[config.mk]
export PLATFORM = sky130hd
export DESIGN_NAME = gpt_timer
export DESIGN_NICKNAME = d
export VERILOG_FILES = /design/src/rtl/gpt_pkg.sv /design/src/rtl/gpt_tick.sv /design/src/rtl/gpt_count.sv /design/src/rtl/gpt_timer.sv
export SDC_FILE = /design/constraint.sdc
export NUM_CORES = 1
export LEC_CHECK = 0
export BUFFER_PORTS_ARGS = -buffer_cell sky130_fd_sc_hd__buf_2
export CAP_MARGIN = 40
export CORE_MARGIN = 5
export CORE_UTILIZATION = 54
export CTS_CLUSTER_SIZE = 10
export DETAILED_ROUTE_END_ITERATION = 7
export HOLD_SLACK_MARGIN = 0.1
export PLACE_DENSITY = 0.77
export SETUP_SLACK_MARGIN = 0.1
export SYNTH_ARGS = -nofsm -noshare
export SYNTH_HDL_FRONTEND = slang
export SYNTH_SLANG_ARGS = --single-unit
[constraint.sdc]
create_clock -name clk_i -period 3.37 [get_ports clk_i]
set_clock_uncertainty 0.05 [all_clocks]
set_input_delay 0.337 -clock clk_i [delete_from_list [all_inputs] [get_ports clk_i]]
set_output_delay 0.337 -clock clk_i [all_outputs]
set_load 0.05 [all_outputs]
[src/rtl/gpt_pkg.sv]
package gpt_pkg;
  localparam logic [4:0] A_LOAD  = 5'h00;
  localparam logic [4:0] A_COUNT = 5'h04;
  localparam logic [4:0] A_CTRL  = 5'h08;
  localparam logic [4:0] A_CLR   = 5'h0C;
  localparam logic [4:0] A_CAPT  = 5'h10;
  localparam logic [4:0] A_IEN   = 5'h14;
  localparam logic [4:0] A_MATCH = 5'h18;

  typedef struct packed {
    logic       byp;
    logic       erst;
    logic       capen;
    logic [4:0] esel;
    logic       rld;
    logic [1:0] csel;
    logic       pwm;
    logic       per;
    logic       rsvd;
    logic       up;
    logic       run;
  } ctrl_t;

  localparam logic [15:0] CTRL_RST = 16'h000A;
endpackage

[src/rtl/gpt_tick.sv]
module gpt_tick #(
  parameter int N_SRC   = 4,
  parameter int SYNC_N  = 2,
  parameter int PRE_W   = 8,
  parameter int PRE_MAX = 3,
  localparam int SEL_W  = $clog2(N_SRC)
) (
  input  logic             clk_i,
  input  logic             rst_ni,
  input  logic [N_SRC-1:0] src_i,
  input  logic [SEL_W-1:0] sel_i,
  input  logic             bypass_i,
  input  logic             run_i,
  input  logic             clr_i,
  output logic             step_o,
  output logic [PRE_W-1:0] pre_o
);
  logic             raw, tick;
  logic [SYNC_N-1:0] sync_q;
  logic [PRE_W-1:0] pre_q, pre_max;

  assign raw = (sel_i == '0) ? 1'b1 : src_i[sel_i];

  always_ff @(posedge clk_i or negedge rst_ni)
    if (!rst_ni) sync_q <= '0;
    else         sync_q <= {sync_q[SYNC_N-2:0], raw};

  assign tick    = bypass_i ? raw : sync_q[SYNC_N-1];
  assign pre_max = bypass_i ? '0 : PRE_W'(PRE_MAX);
  assign step_o  = run_i & tick & (pre_q >= pre_max) & ~clr_i;

  always_ff @(posedge clk_i or negedge rst_ni)
    if (!rst_ni)             pre_q <= '0;
    else if (clr_i)          pre_q <= '0;
    else if (run_i && tick)  pre_q <= (pre_q >= pre_max) ? '0 : pre_q + 1'b1;

  assign pre_o = pre_q;
endmodule

[src/rtl/gpt_count.sv]
module gpt_count #(
  parameter int CNT_W  = 16,
  parameter int SYNC_N = 2
) (
  input  logic             clk_i,
  input  logic             rst_ni,
  input  logic             run_i,
  input  logic             up_i,
  input  logic             periodic_i,
  input  logic             step_i,
  input  logic             evt_rst_i,
  input  logic             clr_reload_i,
  input  logic             cap_i,
  input  logic             load_wr_i,
  input  logic [CNT_W-1:0] wdata_i,
  input  logic             bypass_i,
  output logic             timeout_o,
  output logic [CNT_W-1:0] cnt_o,
  output logic [CNT_W-1:0] load_o,
  output logic [CNT_W-1:0] cap_o,
  output logic [CNT_W-1:0] cnt_rd_o
);
  logic [CNT_W-1:0] cnt_q, load_q, pend_val_q, cap_q;
  logic             pend_q;
  logic [CNT_W-1:0] dly_q [SYNC_N];

  assign timeout_o = step_i & (up_i ? (cnt_q == '1) : (cnt_q == '0));

  always_ff @(posedge clk_i or negedge rst_ni)
    if (!rst_ni)             cnt_q <= '0;
    else if (!run_i)         cnt_q <= load_q;
    else if (evt_rst_i)      cnt_q <= '0;
    else if (timeout_o)      cnt_q <= periodic_i ? load_q : (up_i ? '0 : '1);
    else if (step_i)         cnt_q <= up_i ? cnt_q + 1'b1 : cnt_q - 1'b1;
    else if (clr_reload_i)   cnt_q <= load_q;

  // load writes landing on a timeout wait one cycle
  always_ff @(posedge clk_i or negedge rst_ni)
    if (!rst_ni) begin
      load_q <= '0; pend_q <= 1'b0; pend_val_q <= '0;
    end else if (load_wr_i && timeout_o) begin
      pend_q <= 1'b1; pend_val_q <= wdata_i;
    end else if (load_wr_i) begin
      load_q <= wdata_i; pend_q <= 1'b0;
    end else if (pend_q) begin
      load_q <= pend_val_q; pend_q <= 1'b0;
    end

  always_ff @(posedge clk_i or negedge rst_ni)
    if (!rst_ni)    cap_q <= '0;
    else if (cap_i) cap_q <= cnt_q;

  for (genvar i = 0; i < SYNC_N; i++) begin : g_dly
    always_ff @(posedge clk_i or negedge rst_ni)
      if (!rst_ni) dly_q[i] <= '0;
      else         dly_q[i] <= (i == 0) ? cnt_q : dly_q[(i == 0) ? 0 : i-1];
  end

  assign cnt_o    = cnt_q;
  assign load_o   = load_q;
  assign cap_o    = cap_q;
  assign cnt_rd_o = bypass_i ? cnt_q : dly_q[SYNC_N-1];
endmodule

[src/rtl/gpt_timer.sv]
module gpt_timer
  import gpt_pkg::*;
#(
  parameter int DATA_W  = 16,
  parameter int ADDR_W  = 5,
  parameter int N_SRC   = 4,
  parameter int N_EVT   = 32,
  parameter int SYNC_N  = 2,
  parameter int PRE_W   = 8,
  parameter int PRE_MAX = 3
) (
  input  logic              clk_i,
  input  logic              rst_ni,
  input  logic [ADDR_W-1:0] addr_i,
  input  logic              wr_en_i,
  input  logic [DATA_W-1:0] wdata_i,
  output logic [DATA_W-1:0] rd_data_o,
  input  logic [N_SRC-1:0]  clk_src_i,
  input  logic [N_EVT-1:0]  event_i,
  output logic              irq_o,
  output logic              pwm_o
);
  localparam int CNT_W = DATA_W;

  ctrl_t            ctl_q;
  logic             ie_q, flag_q, pwm_q;
  logic [CNT_W-1:0] match_q, cnt, load, cap, cnt_rd;
  logic [PRE_W-1:0] pre;
  logic             step, timeout, evt, evt_rst, cap_hit, clr_hit;
  logic             wr_load, wr_ctl, wr_clr, wr_ien, wr_match;

  assign wr_load  = wr_en_i && (addr_i == A_LOAD);
  assign wr_ctl   = wr_en_i && (addr_i == A_CTRL);
  assign wr_clr   = wr_en_i && (addr_i == A_CLR);
  assign wr_ien   = wr_en_i && (addr_i == A_IEN);
  assign wr_match = wr_en_i && (addr_i == A_MATCH);
  assign clr_hit  = wr_clr & wdata_i[0];

  assign evt     = event_i[ctl_q.esel];
  assign evt_rst = evt & ctl_q.erst;
  assign cap_hit = evt & ctl_q.capen;

  gpt_tick #(.N_SRC(N_SRC), .SYNC_N(SYNC_N), .PRE_W(PRE_W), .PRE_MAX(PRE_MAX)) u_tick (
    .clk_i, .rst_ni,
    .src_i    (clk_src_i),
    .sel_i    (ctl_q.csel),
    .bypass_i (ctl_q.byp),
    .run_i    (ctl_q.run),
    .clr_i    (evt_rst),
    .step_o   (step),
    .pre_o    (pre)
  );

  gpt_count #(.CNT_W(CNT_W), .SYNC_N(SYNC_N)) u_cnt (
    .clk_i, .rst_ni,
    .run_i        (ctl_q.run),
    .up_i         (ctl_q.up),
    .periodic_i   (ctl_q.per),
    .step_i       (step),
    .evt_rst_i    (evt_rst),
    .clr_reload_i (clr_hit & ctl_q.per & ctl_q.rld),
    .cap_i        (cap_hit),
    .load_wr_i    (wr_load),
    .wdata_i      (wdata_i),
    .bypass_i     (ctl_q.byp),
    .timeout_o    (timeout),
    .cnt_o        (cnt),
    .load_o       (load),
    .cap_o        (cap),
    .cnt_rd_o     (cnt_rd)
  );

  always_ff @(posedge clk_i or negedge rst_ni)
    if (!rst_ni) begin
      ctl_q <= CTRL_RST; ie_q <= 1'b0; match_q <= '0;
    end else begin
      if (wr_ctl)   ctl_q   <= ctrl_t'(wdata_i);
      if (wr_ien)   ie_q    <= wdata_i[0];
      if (wr_match) match_q <= wdata_i;
    end

  always_ff @(posedge clk_i or negedge rst_ni)
    if (!rst_ni)       flag_q <= 1'b0;
    else if (timeout)  flag_q <= 1'b1;
    else if (clr_hit)  flag_q <= 1'b0;

  // timeout wins over a coincident match
  always_ff @(posedge clk_i or negedge rst_ni)
    if (!rst_ni)                     pwm_q <= 1'b0;
    else if (!ctl_q.pwm || timeout)  pwm_q <= 1'b0;
    else if (step && cnt == match_q) pwm_q <= 1'b1;

  always_comb begin
    rd_data_o = '0;
    case (addr_i)
      A_LOAD:  rd_data_o = load;
      A_COUNT: rd_data_o = cnt_rd;
      A_CTRL:  rd_data_o = ctl_q;
      A_CAPT:  rd_data_o = cap;
      A_IEN:   rd_data_o = {{(DATA_W-1){1'b0}}, ie_q};
      A_MATCH: rd_data_o = match_q;
      default: rd_data_o = '0;
    endcase
  end

  assign irq_o = flag_q & ie_q;
  assign pwm_o = pwm_q;
endmodule

**Word level (Yosys, flattened, before mapping)**

Cells that the tools add are included.

- Register bits after elaboration: 142

- Add/sub/neg operators: 3
- Order comparisons: 3
- Equal/unequal tests: 9
- Mux-type cells: 28
- Bitwise gates (word level): 12
- Reductions and logical operators: 18

Operators by type and width:

| cell | number |
|---|---|
| 16-bit two-way mux | 11 |
| 16-bit one-hot mux with 6 select lines | 1 |
| 8-bit two-way mux | 3 |
| 16-bit by 1-bit adder with 16-bit output (second input constant) | 1 |
| 16-bit equality test | 1 |
| 16-bit equality test (second input constant) | 1 |
| 16-bit zero test | 1 |
| 16-bit by 1-bit subtractor with 16-bit output (second input constant) | 1 |
| 5-bit equality test (second input constant) | 3 |
| 1-bit AND | 10 |
| 5-bit by 4-bit equality test with 1-bit output (second input constant) | 2 |
| 1-bit two-way mux | 10 |
| 8-bit by 1-bit adder with 8-bit output (second input constant) | 1 |
| 8-bit >= comparator | 1 |
| 1-bit logical AND | 8 |
| 2-bit nonzero test | 4 |
| 5-bit by 6-bit less-than comparator with 1-bit output (second input constant) | 1 |
| 1-bit binary-select mux with 5-bit select | 1 |
| 5-bit by 3-bit equality test with 1-bit output (second input constant) | 1 |
| 5-bit zero test | 1 |
| 5-bit by 1-bit inequality test with 1-bit output (second input constant) | 1 |
| 2-bit by 3-bit less-than comparator with 1-bit output (second input constant) | 1 |
| 1-bit binary-select mux with 2-bit select | 1 |
| 2-bit zero test | 1 |
| other kinds (5) | 6 |

**Logic depth before layout (Yosys ltp)**

- Word-level depth: 11
- Depth in mapped cells: 13
- Mapped depth without buffers: 10

**Hierarchy**

From an unflattened synthesis, not the netlist that was laid out.

- Cells, all modules: 706
- Area, all modules: 7841.3 um^2

By module, submodules not included:

| module | instances | cells each | area each (um^2) | sequential area each (um^2) |
|---|---|---|---|---|
| gpt_count | 1 | 438 | 4892.2 | 2427.3 |
| gpt_timer | 1 | 214 | 2369.8 | 878.3 |
| gpt_tick | 1 | 54 | 579.3 | 250.2 |

**Worst setup path before layout**

OpenSTA, ideal clock, no wires.

- Kind: register to register
- Start: register ctl_q[15] (netlist bit)
- End: register u_cnt.cnt_q[13], in the netlist u_cnt.cnt_o[13]
- Setup time: 0.138 ns
- Data arrival time: 3.115 ns
- Data required time: 3.182 ns
- Setup slack: 0.068 ns
- Cell stages (with the launch flop): 14
- Buffers on the path: 4
- Period minus slack after synthesis: 3.302 ns
- Cell sequence: dfrtp_1 buf_1 buf_1 inv_1 ha_1 nand2b_1 a211oi_1 a311oi_1 clkbuf_1 a31oi_1 nand3_1 clkbuf_1 o22ai_1 a21oi_1

- Word-level cells in the longest chain between the ends: 8

Ends and longest elaborated chain:

| element | RTL line | source |
|---|---|---|
| start: declaration | gpt_timer.sv:25 | `ctrl_t ctl_q;` |
| start signal: assignment | gpt_timer.sv:77 | `if (wr_ctl) ctl_q <= ctrl_t'(wdata_i);` |
| 2-bit two-way mux / 1-bit two-way mux (equally long branches) | gpt_tick.sv:29, gpt_tick.sv:28 |  |
| 8-bit >= comparator / 1-bit AND (equally long branches) | gpt_tick.sv:30 | `assign step_o = run_i & tick & (pre_q >= pre_max) & ~clr_i;` |
| 1-bit AND * (2 in a row) | gpt_tick.sv:30 |  |
| 16-bit two-way mux / 1-bit AND (equally long branches) | gpt_count.sv:34, gpt_count.sv:27 |  |
| 16-bit two-way mux | gpt_count.sv:33 | `else if (timeout_o) cnt_q <= periodic_i ? load_q : (up_i ? '0 : '1);` |
| 16-bit two-way mux | gpt_count.sv:32 | `else if (evt_rst_i) cnt_q <= '0;` |
| 16-bit two-way mux | gpt_count.sv:31 | `else if (!run_i) cnt_q <= load_q;` |
| end signal: assignment | gpt_count.sv:31 |  |
| end signal: assignment | gpt_count.sv:33 |  |
| end signal: assignment | gpt_count.sv:34 | `else if (step_i) cnt_q <= up_i ? cnt_q + 1'b1 : cnt_q - 1'b1;` |
| end: declaration | gpt_count.sv:23 | `logic [CNT_W-1:0] cnt_q, load_q, pend_val_q, cap_q;` |

Every way passes the cells marked *; elsewhere a longest branch is shown, timed or not.
A chain may end at the register's enable or synchronous reset.

**Worst setup path in the final report**

Ends and elaborated chain as after synthesis.

==> summary.md <==
| Metric | Value |
|---|---|
| Cell row count | 43 |
| First-pass GRT wire length | 35.1 mm |
| Peak supply drop | 0.000420 V |
| Clock Latency Late Sink | 0.42 ns |
| RR Startpoint | ctl_q[15] |
| Mapped cell area | 0.00752 sq mm |
| Startpoint types | flop |
| Post-route setup slack | 0.251 ns |
| Total Wirelength | 22.3 mm |
| Hold Path Origin | clk_src_i[1] |
| Most numerous cell in the Yosys netlist | dfrtp_1 |
| # IOs | 78 |
| Kind of critical path | reg -> reg |
| Root buf cell | clkbuf_16 |
| Design Area, Final | 0.00883 sq mm |
| Routability Congestion | 0.911 |
| Post-DP Area | 0.00818 sq mm |
| Fillers | 1,126 |
| Reg2reg path depth | 9 |
| Width of the die | 128 microns |
| Vias in the first global route | 6,303 |
| Tot GR Track Use | 0.278 |
| # DRC | 0 |
| Status | complete, no violations |
| Port buffer count | 76 |
| Tightest Pin Transition | 0.842 ns |
| Largest net degree at the start of global routing | 94 |
| Register bit total from synthesis | 142 |
| Syn Inst Count | 716 |
| Critical Path Fanout Max | 12 |
| Fraction of layout cells with a size suffix above 1 | 0.263 |
| Pleak | 3.96 nW |
| Reg2Reg Setup Slack | 0.25 ns |
| CTS Sinks | 142 |
| Avg Synthesized Cell Area | 10.5 sq um |
| DP Worst Slack | 0.259 ns |
| Initial DRC Count | 698 |
| Min-Delay Path Class | in -> reg |
| Area of the multi-input gates | 0.00376 sq mm |
| Max-Cap Viols | 0 |
| Core Box Area | 0.0138 sq mm |
| Area Overhead vs Synth | 17.5% |
| Synth Flop Type | dfrtp_1 |
| Setup TNS | 0 ns |
| Die area | 0.0164 sq mm |
| Sequential cell area | 0.00356 sq mm |
| Crit end category | flop |
| Die Y | 128 microns |
| Post-synthesis async set-or-reset flop share | 1.00 |
| Top cell type's share of synthesized area | 0.466 |
| Max-slew violation count | 0 |
| Total CTS buffers | 17 |
| Fin. Hold Viols | 0 |
| Htree depth | 4 |
| Initial antenna violation count | 0 |
| Congestion Overflow GR | 0 |
| P per Cell Area | 826 mW/mm^2 |
| TritonCTS clock tree | yes |
| CTS Buffer Depth | 2 |
| Commonest cells in the netlist | 140 x dfrtp_1, 68 x nand2_1, 65 x mux2_2, 55 x nor2_1, 38 x a21oi_1 |
| Worst Hold Path Cells | 3 |
| Nets | 879 |
| Ant diodes | 0 |
| Crit path DAT | 3.35 ns |
| Pre-antenna DRT Iters | 6 |
| Synthesized Nets | 794 |
| Ranking of synthesized cells by area | dfrtp_1 47%, mux2_2 9.7%, mux2i_1 4.4%, nand2_1 3.4%, ha_1 2.8% |
| RSZ-0062 raised after global routing | true |
| Relative slew slack | 0.439 |
| Final worst-path cycle share | 0.926 |
| Sequential element share of the synthesized area | 0.473 |
| Fmax | 321 MHz |
| Yosys top cell by area | dfrtp_1 |
| Starting Density | 0.546 |
| Post-Route Utilization | 0.641 |
| R2R Path End | u_cnt.cnt_o[13] |
| Post-DP HPWL | 16.0 mm |
| Tmin final | 3.12 ns |
| Routed Antenna Nets | 0 |
| Worst-path clk slew | 0.06 ns |
| WP data required | 3.60 ns |
| Warnings from Yosys | 0 |
| Vias per cell | 6.35 |
| DR WL/cell | 22.5 microns |
| Post-synth EDFFs | 0 |
| Synth unique cells | 64 |
| WHS Endpoint | u_tick.sync_q[0] |
| Vias post-DR | 6,315 |
| Final Setup Violations | 0 |
==> metal layers <==
metal	track usage	wire (microns)
met5	0	0
met4	0.0737	466
met3	0.0633	1900
met2	0.454	10700
met1	0.377	9310
==> repair_timing <==
item / CTS / global route
hold buffers: 1 / 0
gates resized for setup: 0 / 4
buffers inserted: 0 / 0
hold endpoints to repair: 92 / 0
setup endpoints to repair: 0 / 2
==> layout by cell type, fill, tap and decap left out, drive strengths merged, types with 22 or more instances in the layout <==
cell type	synthesis	layout
mux2	65	65
nor2	55	55
nand2	69	69
a21oi	39	39
a22oi	22	22
inv	17	24
buf	16	102
mux2i	33	33
xnor2	23	23
dfrtp	140	140
==> worst max-delay path, stage by stage (launching register included) <==
cell and delay (ns):
dfrtp_1 0.42, ha_1 0.20, or4_1 0.55, a211oi_1 0.44, a311oi_1 0.11, buf_4 0.22
a31oi_1 0.22, nand3_1 0.41, o22ai_1 0.30, a21oi_1 0.06
==> per-stage QoR <==
step | std cells | power, W | hold slack, ns
3_3_place_gp | 961 | 0.00510 | 0.281
6_report | 994 | 0.00730 | 0.148
5_1_grt | 994 | 0.00766 | 0.138
2_1_floorplan | 716 | 0.00431 | -0.00859
3_5_place_dp | 961 | 0.00521 | 0.285
4_1_cts | 994 | 0.00723 | 0.139
==> flip-flops by register name, summed over array words and instances (netlist names), 8 cells and up <==
| name | count |
|---|---|
| ctl_q | 16 |
| u_cnt.dly_q | 32 |
| match_q | 16 |
| u_cnt.pend_val_q | 16 |
| u_cnt.cnt_o | 16 |
| u_cnt.cap_o | 16 |
| u_tick.pre_o | 8 |
| u_cnt.load_o | 16 |
==> how the worst max path moves through the flow <==
stage | start | cells after the start | to
floorplan | ctl_q[15] | 13 | u_cnt.cnt_o[13]
global placement | ctl_q[1] | 11 | u_cnt.cnt_o[14]
detailed placement | ctl_q[1] | 11 | u_cnt.cnt_o[14]
CTS | ctl_q[1] | 11 | u_cnt.cnt_o[14]
global route | ctl_q[1] | 11 | u_cnt.cnt_o[14]
finish | ctl_q[15] | 9 | u_cnt.cnt_o[13]
==> final cells by class <==
cell class,instances,share of cell area
Clock inverter,13,0.0197
Timing Repair Buffer,103,0.0684
Inverter,17,0.00722
Sequential cell,142,0.402
Tap cell,180,0.0255
Multi-Input combinational cell,520,0.425
Clock buffer,19,0.0513
==> report_power, final <==
part / switching, W / leakage, nW / internal (W)
sequential: 0.000547 / 1.80 / 0.00219
combinational: 0.00141 / 1.85 / 0.00114
clock: 0.000786 / 0.309 / 0.00122
==> cell families after synthesis <==
| kind of cell | after synthesis | share of synthesized area |
|---|---|---|
| mux | 98 | 0.141 |
| simple gates | 189 | 0.116 |
| xor+xnor | 30 | 0.0349 |
| compound gates | 185 | 0.171 |
| fa+ha+maj | 18 | 0.0310 |
| flops | 142 | 0.473 |
| buf+inv | 54 | 0.0325 |
Power figures use the tool's default switching activity.
